[src/rtl/pcseq_pkg.sv]
package pcseq_pkg;

   typedef enum logic [2:0] {
      FLOW_SEQ       = 3'd0,
      FLOW_BR_EQ     = 3'd1,
      FLOW_BR_NE     = 3'd2,
      FLOW_JABS      = 3'd3,
      FLOW_JABS_LINK = 3'd4,
      FLOW_JREG      = 3'd5,
      FLOW_JREG_LINK = 3'd6,
      FLOW_RSVD      = 3'd7
   } flow_e;

   localparam int FLOW_W = 3;

endpackage

[src/rtl/pcseq_incr.sv]
module pcseq_incr #(
   parameter int XLEN = 32,
   parameter int STEP = 4
) (
   input  logic [XLEN-1:0] pc_i,
   output logic [XLEN-1:0] pc_plus_o
);
   localparam logic [XLEN-1:0] STEP_V = XLEN'(STEP);

   if (STEP < 1) begin : g_bad_step
      $error("pcseq_incr: STEP must be positive");
   end

   always_comb pc_plus_o = pc_i + STEP_V;

endmodule

[src/rtl/pcseq_target.sv]
module pcseq_target #(
   parameter int XLEN          = 32,
   parameter int STEP          = 4,
   parameter int OFF_W         = 16,
   parameter int IDX_W         = 26,
   parameter int REGION_W      = 4,
   parameter bit REGION_FROM_NEXT = 1'b1
) (
   input  logic [XLEN-1:0]  pc_i,
   input  logic [XLEN-1:0]  pc_plus_i,
   input  logic [OFF_W-1:0] off_i,
   input  logic [IDX_W-1:0] idx_i,
   output logic [XLEN-1:0]  br_tgt_o,
   output logic [XLEN-1:0]  jabs_tgt_o
);
   localparam int SHIFT  = $clog2(STEP);
   localparam int EXT_W  = XLEN - OFF_W - SHIFT;

   if ((1 << SHIFT) != STEP) begin : g_bad_step
      $error("pcseq_target: STEP must be a power of two");
   end
   if (REGION_W + IDX_W + SHIFT != XLEN) begin : g_bad_split
      $error("pcseq_target: region, index and shift must fill XLEN");
   end
   if (EXT_W < 0) begin : g_bad_off
      $error("pcseq_target: branch offset too wide");
   end

   logic [XLEN-1:0]     off_scaled;
   logic [REGION_W-1:0] region;

   if (SHIFT > 0) begin : g_shift
      always_comb off_scaled = {{EXT_W{off_i[OFF_W-1]}}, off_i, {SHIFT{1'b0}}};
      always_comb jabs_tgt_o = {region, idx_i, {SHIFT{1'b0}}};
   end else begin : g_noshift
      always_comb off_scaled = {{EXT_W{off_i[OFF_W-1]}}, off_i};
      always_comb jabs_tgt_o = {region, idx_i};
   end

   if (REGION_FROM_NEXT) begin : g_region_next
      always_comb region = pc_plus_i[XLEN-1 -: REGION_W];
   end else begin : g_region_cur
      always_comb region = pc_i[XLEN-1 -: REGION_W];
   end

   always_comb br_tgt_o = pc_plus_i + off_scaled;

endmodule

[src/rtl/pcseq_select.sv]
module pcseq_select
   import pcseq_pkg::*;
#(
   parameter int XLEN          = 32,
   parameter int RIDX_W        = 5,
   parameter int LINK_REG      = 31,
   parameter bit ZERO_TO_LINK  = 1'b1
) (
   input  logic              clk,
   input  logic              rst_n,
   input  logic [FLOW_W-1:0] flow_i,
   input  logic              ops_equal_i,
   input  logic              stall_i,
   input  logic [XLEN-1:0]   pc_i,
   input  logic [XLEN-1:0]   pc_plus_i,
   input  logic [XLEN-1:0]   br_tgt_i,
   input  logic [XLEN-1:0]   jabs_tgt_i,
   input  logic [XLEN-1:0]   reg_tgt_i,
   input  logic [RIDX_W-1:0] link_dst_i,
   output logic [XLEN-1:0]   next_pc_o,
   output logic              link_we_o,
   output logic [RIDX_W-1:0] link_idx_o
);
   localparam logic [RIDX_W-1:0] LINK_IDX = RIDX_W'(LINK_REG);

   if (LINK_REG >= (1 << RIDX_W)) begin : g_bad_link
      $error("pcseq_select: LINK_REG does not fit RIDX_W");
   end

   flow_e             kind;
   logic              taken;
   logic              wants_link;
   logic [RIDX_W-1:0] jreg_dst;

   always_comb kind = flow_e'(flow_i);

   if (ZERO_TO_LINK) begin : g_zero_default
      always_comb jreg_dst = (link_dst_i == '0) ? LINK_IDX : link_dst_i;
   end else begin : g_plain_dst
      always_comb jreg_dst = link_dst_i;
   end

   always_comb begin
      taken      = 1'b0;
      wants_link = 1'b0;
      next_pc_o  = pc_plus_i;
      link_idx_o = LINK_IDX;
      unique case (kind)
         FLOW_BR_EQ: begin
            taken = ops_equal_i;
            if (taken) next_pc_o = br_tgt_i;
         end
         FLOW_BR_NE: begin
            taken = !ops_equal_i;
            if (taken) next_pc_o = br_tgt_i;
         end
         FLOW_JABS:      next_pc_o = jabs_tgt_i;
         FLOW_JABS_LINK: begin
            next_pc_o  = jabs_tgt_i;
            wants_link = 1'b1;
         end
         FLOW_JREG:      next_pc_o = reg_tgt_i;
         FLOW_JREG_LINK: begin
            next_pc_o  = reg_tgt_i;
            wants_link = 1'b1;
            link_idx_o = jreg_dst;
         end
         default: next_pc_o = pc_plus_i;
      endcase
      if (stall_i) next_pc_o = pc_i;
      link_we_o = wants_link && !stall_i;
   end

   // kinds without a link never request a write
   a_r12_no_link_plain: assert property (@(posedge clk) disable iff (!rst_n)
      (kind != FLOW_JABS_LINK && kind != FLOW_JREG_LINK) |-> !link_we_o);

   // stall blocks the link write
   a_r11_stall_no_link: assert property (@(posedge clk) disable iff (!rst_n)
      stall_i |-> !link_we_o);

   // untaken branch falls through to the incremented PC
   a_r4_untaken_step: assert property (@(posedge clk) disable iff (!rst_n)
      ((kind == FLOW_BR_EQ && !ops_equal_i) || (kind == FLOW_BR_NE && ops_equal_i))
      && !stall_i |-> next_pc_o == pc_plus_i);

endmodule

[src/rtl/pcseq_unit.sv]
module pcseq_unit
   import pcseq_pkg::*;
#(
   parameter int          XLEN             = 32,
   parameter int          STEP             = 4,
   parameter int          OFF_W            = 16,
   parameter int          IDX_W            = 26,
   parameter int          REGION_W         = 4,
   parameter int          RIDX_W           = 5,
   parameter int          LINK_REG         = 31,
   parameter logic [31:0] RESET_VEC        = 32'h8000_0000,
   parameter bit          REGION_FROM_NEXT = 1'b1,
   parameter bit          ZERO_TO_LINK     = 1'b1
) (
   input  logic              clk,
   input  logic              rst_n,
   input  logic              stall_i,
   input  logic [2:0]        flow_i,
   input  logic              ops_equal_i,
   input  logic [OFF_W-1:0]  br_off_i,
   input  logic [IDX_W-1:0]  jmp_idx_i,
   input  logic [XLEN-1:0]   reg_tgt_i,
   input  logic [RIDX_W-1:0] link_dst_i,
   output logic [XLEN-1:0]   pc_o,
   output logic              link_we_o,
   output logic [RIDX_W-1:0] link_idx_o,
   output logic [XLEN-1:0]   link_val_o
);
   localparam logic [XLEN-1:0] RESET_PC = XLEN'(RESET_VEC);
   localparam logic [XLEN-1:0] STEP_V   = XLEN'(STEP);

   if (XLEN < 8) begin : g_bad_xlen
      $error("pcseq_unit: XLEN too small");
   end
   if ((RESET_VEC % STEP) != 0) begin : g_bad_vec
      $error("pcseq_unit: reset vector not aligned to STEP");
   end

   logic [XLEN-1:0] pc_q;
   logic [XLEN-1:0] pc_plus;
   logic [XLEN-1:0] br_tgt;
   logic [XLEN-1:0] jabs_tgt;
   logic [XLEN-1:0] next_pc;

   pcseq_incr #(.XLEN(XLEN), .STEP(STEP)) u_incr (
      .pc_i      (pc_q),
      .pc_plus_o (pc_plus)
   );

   pcseq_target #(
      .XLEN(XLEN), .STEP(STEP), .OFF_W(OFF_W), .IDX_W(IDX_W),
      .REGION_W(REGION_W), .REGION_FROM_NEXT(REGION_FROM_NEXT)
   ) u_target (
      .pc_i       (pc_q),
      .pc_plus_i  (pc_plus),
      .off_i      (br_off_i),
      .idx_i      (jmp_idx_i),
      .br_tgt_o   (br_tgt),
      .jabs_tgt_o (jabs_tgt)
   );

   pcseq_select #(
      .XLEN(XLEN), .RIDX_W(RIDX_W), .LINK_REG(LINK_REG), .ZERO_TO_LINK(ZERO_TO_LINK)
   ) u_select (
      .clk         (clk),
      .rst_n       (rst_n),
      .flow_i      (flow_i),
      .ops_equal_i (ops_equal_i),
      .stall_i     (stall_i),
      .pc_i        (pc_q),
      .pc_plus_i   (pc_plus),
      .br_tgt_i    (br_tgt),
      .jabs_tgt_i  (jabs_tgt),
      .reg_tgt_i   (reg_tgt_i),
      .link_dst_i  (link_dst_i),
      .next_pc_o   (next_pc),
      .link_we_o   (link_we_o),
      .link_idx_o  (link_idx_o)
   );

   always_ff @(posedge clk) begin
      if (!rst_n) pc_q <= RESET_PC;
      else        pc_q <= next_pc;
   end

   always_comb pc_o       = pc_q;
   always_comb link_val_o = pc_plus;

   // reset loads the kernel start address
   a_r1_reset_vector: assert property (@(posedge clk)
      !rst_n |=> pc_o == RESET_PC);

   // sequential flow steps by one word
   a_r2_seq_step: assert property (@(posedge clk) disable iff (!rst_n)
      (flow_i == FLOW_SEQ && !stall_i) |=> pc_o == $past(pc_o) + STEP_V);

   // stall holds the PC
   a_r10_stall_hold: assert property (@(posedge clk) disable iff (!rst_n)
      stall_i |=> $stable(pc_o));

   // register jump loads the full register value
   a_r6_reg_jump: assert property (@(posedge clk) disable iff (!rst_n)
      ((flow_i == FLOW_JREG || flow_i == FLOW_JREG_LINK) && !stall_i)
      |=> pc_o == $past(reg_tgt_i));

   // absolute jump keeps the region of the incremented PC
   a_r5_region_kept: assert property (@(posedge clk) disable iff (!rst_n)
      ((flow_i == FLOW_JABS || flow_i == FLOW_JABS_LINK) && !stall_i)
      |=> pc_o[XLEN-1 -: REGION_W] == $past(pc_plus[XLEN-1 -: REGION_W]));

   // a link write always carries the return address
   a_r7_link_value: assert property (@(posedge clk) disable iff (!rst_n)
      link_we_o |-> link_val_o == pc_o + STEP_V);

endmodule

[config.mk]
export PLATFORM = sky130hd
export DESIGN_NAME = pcseq_unit
export DESIGN_NICKNAME = d
export VERILOG_FILES = /design/src/rtl/pcseq_pkg.sv /design/src/rtl/pcseq_incr.sv /design/src/rtl/pcseq_target.sv /design/src/rtl/pcseq_select.sv /design/src/rtl/pcseq_unit.sv
export SDC_FILE = /design/constraint.sdc
export NUM_CORES = 1
export LEC_CHECK = 0
export ABC_AREA = 1
export BUFFER_PORTS_ARGS = -buffer_cell sky130_fd_sc_hd__buf_2
export CELL_PAD_IN_SITES_DETAIL_PLACEMENT = 0
export CELL_PAD_IN_SITES_GLOBAL_PLACEMENT = 1
export CORE_MARGIN = 4
export CORE_UTILIZATION = 39
export CTS_CLUSTER_DIAMETER = 80
export DETAILED_ROUTE_END_ITERATION = 16
export GPL_TIMING_DRIVEN = 0
export PLACE_DENSITY = 0.89
export SLEW_MARGIN = 30
export SYNTH_ARGS = -nofsm -noshare
export SYNTH_HDL_FRONTEND = slang
export SYNTH_HIERARCHICAL = 1
export SYNTH_SLANG_ARGS = --single-unit
[constraint.sdc]
create_clock -name clk -period 5.2 [get_ports clk]
set_input_delay 0.52 -clock clk [delete_from_list [all_inputs] [get_ports clk]]
set_output_delay 0.52 -clock clk [all_outputs]
set_load 0.02 [all_outputs]
---- Word-level counts from Yosys, hierarchy flattened ----
Index checks and enable logic that the tools add are counted.
word-level totals
  flip-flop bits (word level) ............. 32
  bits in latches ......................... 0
  memory bits (writable) .................. 0
  ROM bits ................................ 0
  input bits .............................. 86
  output and inout bits ................... 70
  memories kept ........................... 0
operators by class
  add/sub/neg operators ................... 2
  $mul .................................... 0
  divide/modulo/power cells ............... 0
  order comparisons ....................... 0
  equality and inequality tests ........... 6
  shift-type cells ........................ 0
  multiplexer cells ....................... 6
  bitwise operators ....................... 0
  reduce and logical (&&, ||, !) cells .... 6
operator list
  kind                   number
  $pmux 32 s4            1
  $mux 32                2
  $add 32x3->32 const B  1
  $add 32x32->32         1
  $mux 5                 2
  $eq 3x3->1 const B     3
  $eq 3x2->1 const B     2
  $reduce_or 2->1        3
  $logic_not 5->1        1
  $eq 3x1->1 const B     1
  $logic_and 1x1->1      1
  $logic_not 1->1        1
  $mux 1                 1

---- Longest topological paths before layout ----
  word-level depth ........................ 4
  gate-level depth with buffers ........... 29

---- Modules after synthesis ----
The synthesis kept the hierarchy.
modules (own cells, without submodules)
  module        times used  cells each  area each (µm²)
  pcseq_select  1           653         2703.8
  pcseq_target  1           479         2492.4
  pcseq_unit    1           99          914.6
  pcseq_incr    1           177         909.6

---- Worst setup path before layout ----
OpenSTA, ideal clock, no wires.
  kind .................................... reg2reg
  start ................................... reg pc_q[3], in the netlist pc_o[3]
  end ..................................... reg pc_q[31], in the netlist pc_o[31]
  setup time .............................. 0.112 ns
  arrival time ............................ 3.309 ns
  data required time ...................... 5.088 ns
  path slack .............................. 1.778 ns
  cell stages (with the launch flop) ...... 28
  path buffers ............................ 0
  cell sequence ........................... dfxtp_1 -> ha_1 -> nand2_1 -> nor2_2 -> nand2_4 -> nor2_4 -> xor2_1 -> ha_1 -> nand2_1 -> inv_1 -> nand2_1 -> nand2_1 -> nand2_1 -> nand2_1 -> a21oi_1 -> nand2_1 -> nand2_1 -> nand2_1 -> nand2_1 -> o21ai_0 -> nand2_1 -> nand2_1 -> nor2_1 -> nand2_1 -> nand2_1 -> nand2_1 -> inv_1 -> nand2_1
between the ends
  word-level cells in the longest chain between the ends .. 4
  elaborated cells between the ends (all ways) .. 5
  those cells by class .................... add/sub: 2; mux: 3
ends and longest elaborated chain
  element                     RTL line                                RTL
  start, declared             pcseq_unit.sv:39                        logic [XLEN-1:0] pc_q;
  start signal, assigned      pcseq_unit.sv:83                        else pc_q <= next_pc;
  $add 32x3->32 (*)           pcseq_incr.sv:14                        always_comb pc_plus_o = pc_i + STEP_V;
  via link_val_o[18]          pcseq_unit.sv:27                        output logic [XLEN-1:0] link_val_o
  $add 32x32->32 (*)          pcseq_target.sv:46                      always_comb br_tgt_o = pc_plus_i + off_scaled;
  via br_tgt[31]              pcseq_unit.sv:41                        logic [XLEN-1:0] br_tgt;
  $mux 32 (on tied branches)  pcseq_select.sv:55, pcseq_select.sv:51
  $pmux 32 s4 (*)             pcseq_select.sv:48                      unique case (kind)
The timed path passes the listed nets; every way through them passes the cells marked *.
A chain may end at the register's enable or synchronous reset.

---- Worst setup path after layout ----
  start ................................... reg pc_q[3], in the netlist pc_o[3]
  end ..................................... reg pc_q[29], in the netlist pc_o[29]
between the ends
  word-level cells in the longest chain between the ends .. 4
  elaborated cells between the ends (all ways) .. 5
  those cells by class .................... add/sub: 2; mux: 3
ends and longest elaborated chain
  element                     RTL line
  $add 32x3->32 (*)           pcseq_incr.sv:14
  $add 32x32->32 (*)          pcseq_target.sv:46
  via br_tgt[29]              pcseq_unit.sv:41
  $mux 32 (on tied branches)  pcseq_select.sv:55, pcseq_select.sv:51
  $pmux 32 s4 (*)             pcseq_select.sv:48
Marks and branches as above.

==> summary.txt <==
Setup path
  – CP most frequent cell: nand2_1
  – Worst-path fanout max: 5
  – R2R Path Start: pc_o[3]
  – Critical path type: flip-flop to flip-flop
  – Reg-to-reg slack, setup: between 1 and 1.5 ns
  – Slowest stage cell on the critical path: xor2_1
  – Critical Path End Type: flip-flop
  – CP bufs+invs: 2
  – CP Data Required Time: 5.38 ns
  – Crit path DAT: 4.05 ns
  – Top delay family on crit path: simple AND/OR/NAND/NOR gates
  – Worst R2R Path Depth: 27
  – Worst reg2reg endpoint: pc_o[29]
  – CP Launch Type: flip-flop
  – CP peak stage delay: approximately 0.56 ns

Power and ir drop
  – Sequential Power Share: between 20% and 30%
  – Clock power frac: 21.8%
  – Leak: ~5.1 nW
  – Logic pwr share: 56.7%
  – Net Sw Frac: a little under half
  – Switching power: 0.639 mW
  – Internal Power: 0.721 mW
  – Max rail drop VDD: 0.157 mV
  – Power, Total: between 1 and 1.5 mW
  – Cell area power density: about 170 nW/um^2

Cells and area
  – Fin area: around 8000 sq um
  – Finished Core Util: a little under half
  – Max FFs per register: 32
  – Non-Filler Instances: approximately 1800
  – Fill cells: between 1500 and 2000
  – Layout cells sized above 1: between 10% and 20%
  – Count of nets after finishing: approximately 1700
  – P&R area growth vs syn: 15.2%

Floorplanning
  – Initial Util: about 40%
  – Ports: about 160
  – Die Area: between 20000 and 25000 sq um
  – Num rows: 48
  – Die W: about 140 microns
  – Core region area: around 17000 sq um
  – Height of the die: 142 microns

Routing
  – Via count: approximately 8300
  – Met1 WL: ~11000 microns
  – Vias per std cell: between 4 and 5
  – Routed wire length: about 24000 microns
  – Top Layer Used: met4
  – DR WL/cell: between 10 and 15 microns
  – ANT nets after route: 0
  – DRC: 0
  – DR WL met2: about 11000 microns
  – Met3 wire length: roughly 1500 microns
  – DRT Pass-1 Iters: 5
  – First DRT Iteration DRCs: around 570

Clock tree
  – Cts hold-fix bufs: 0
  – H-tree depth: 2
  – TritonCTS buffer count: 5
  – Clock transition at path regs: ~0.050 ns
  – Maximum clock path buffer count: 2
  – Resize count post-CTS: 0
  – Number of setup buffers added after CTS: 0
  – CTS sink count: 32
  – Root Driver: clkbuf_16
  – Clk Latency, worst-skew pair: approximately 0.28 ns
  – TritonCTS clock tree: yes

GRT
  – Initial antenna violation count: 1
  – Largest net degree at the start of global routing: 16
  – Wire length of the first global-routing pass: approximately 38000 microns
  – GRT Total Usage: a little under a quarter
  – Vias in the first global route: between 7000 and 8000
  – Remaining Overflow, GRT: 0

Synthesis
  – Cell variety after synth: 33
  – #FFs+latches synth: 32
  – Ys flop type: dfxtp_1
  – Ys Warns: 6
  – Area leader, netlist: nand2_1
  – Synth top area cells: nand2_1, inv_1, dfxtp_1, nand3_1, ha_1
  – Post-Syn Area: 7020 sq um
  – Sequential area share after synthesis: under 10%
  – Synth top area share: 34.9%
  – Async SR Flop Fraction: 0%
  – Most numerous cell in the Yosys netlist: nand2_1
  – Syn avg cell area: 4.99 sq um
  – Commonest cells post-synth: nand2_1, inv_1, nand3_1, nor2_1, o21ai_0
  – Number of flops mapped to enable cells by yosys: 0
  – Synth Instances: 1408

STA
  – Final hold violation count: 0
  – Setup_tns: 0 ns
  – Final WS setup: roughly 1.3 ns
  – Unrepaired setup endpoints after global routing: false
  – Worst slew pin tran: 0.743 ns
  – Fmax: around 0.26 GHz
  – Fin Clk Skew: ~0.0018 ns
  – Slew Viols, Final: 0
  – Slew headroom: 50.1%
  – Final setup vio count: 0
  – Fin crit share: between 70% and 80%
  – Period minus WS final: approximately 3.9 ns
  – Worst hold margin: 0.540 ns

Min path
  – Hold path start: rst_n
  – Hold path endpoint: pc_o[29]
  – Hold Path Depth: 3
  – Min-delay worst type: input port to flip-flop

Outcome
  – Status: completed

Placement
  – Final weighted congestion in routability-driven placement: approximately 0.94
  – PortBufs: between 100 and 150
  – Placed Instance Area: between 7000 and 8000 sq um
  – Placed cells: about 1800
  – Pre-CTS setup slack: approximately 1.4 ns
  – DP HPWL: slightly above 20000 microns

Job
  – Max Cap Viol: 0
## layer usage
layer,vias to the layer above,track usage (%)
met4,0,5.40
li1,4475,-
met1,3572,31.7
met5,-,0
met3,22,1.65
met2,248,39.6
## layout make-up
| class | count | area (sq um) | area share, % |
|---|---|---|---|
| plain buffers | 81 | 520 | 6.43 |
| multi-input cells | 1076 | 5040 | 62.3 |
| repair buffers | 127 | 636 | 7.86 |
| clock buffers | 8 | 146 | 1.81 |
| diodes | 1 | 2.50 | 0.0309 |
| inverters | 220 | 826 | 10.2 |
| well taps | 225 | 282 | 3.48 |
| flip-flops and latches | 32 | 641 | 7.92 |
## power by group through the flow
stage | registers (mW) | clock network, mW | logic [mW]
3_5_place_dp | 0.297 | 0 | 0.762
4_1_cts | 0.292 | 0.304 | 0.767
2_1_floorplan | 0.314 | 0 | 0.532
5_1_grt | 0.297 | 0.313 | 0.871
3_3_place_gp | 0.297 | 0 | 0.757
6_report | 0.292 | 0.297 | 0.771
## worst min-delay path, cell delays in order
cell     delay (ns)
buf_2          0.15
nand2_1        0.07
inv_1          0.03
## layout by cell type, fill, tap and decap left out, drive strengths merged, types with 2 or more instances in the layout
master | netlist | routed
and2 | 2 | 2
dfxtp | 32 | 32
xnor2 | 9 | 9
nand3 | 106 | 106
clkbuf | 12 | 20
ha | 30 | 30
conb | 1 | 2
o21ai | 68 | 68
nand4 | 6 | 6
o21bai | 5 | 5
nand2 | 674 | 674
nor2 | 119 | 119
nand3b | 7 | 7
inv | 220 | 220
xor2 | 22 | 22
buf | 69 | 196
nor3 | 5 | 5
a21oi | 19 | 19
## worst max path at each step
stage | slack (ns) | endpoint | cells after the start | from
finish | 1.33 | pc_o[29] | 27 | pc_o[3]
floorplan | 1.78 | pc_o[31] | 27 | pc_o[3]
global route | 0.90 | pc_o[17] | 24 | pc_o[3]
detailed placement | 1.37 | pc_o[29] | 25 | pc_o[3]
global placement | 1.42 | pc_o[29] | 25 | pc_o[3]
CTS | 1.34 | pc_o[29] | 25 | pc_o[3]
## logic make-up (layout without fill, tap and decap cells)
group                    Yosys count  count (layout)  share of synthesized area [%]
AO/OA/AOI/OAI                     93              93                           6.95
XOR/XNOR                          31              31                           3.97
adder cells (fa/ha/maj)           31              31                           5.63
buffers and inverters            301             436                           19.2
flip-flops                        32              32                           9.12
other                              1               3                         0.0534
AND/OR/NAND/NOR                  919             919                           55.1
Power figures use the tool's default switching activity.
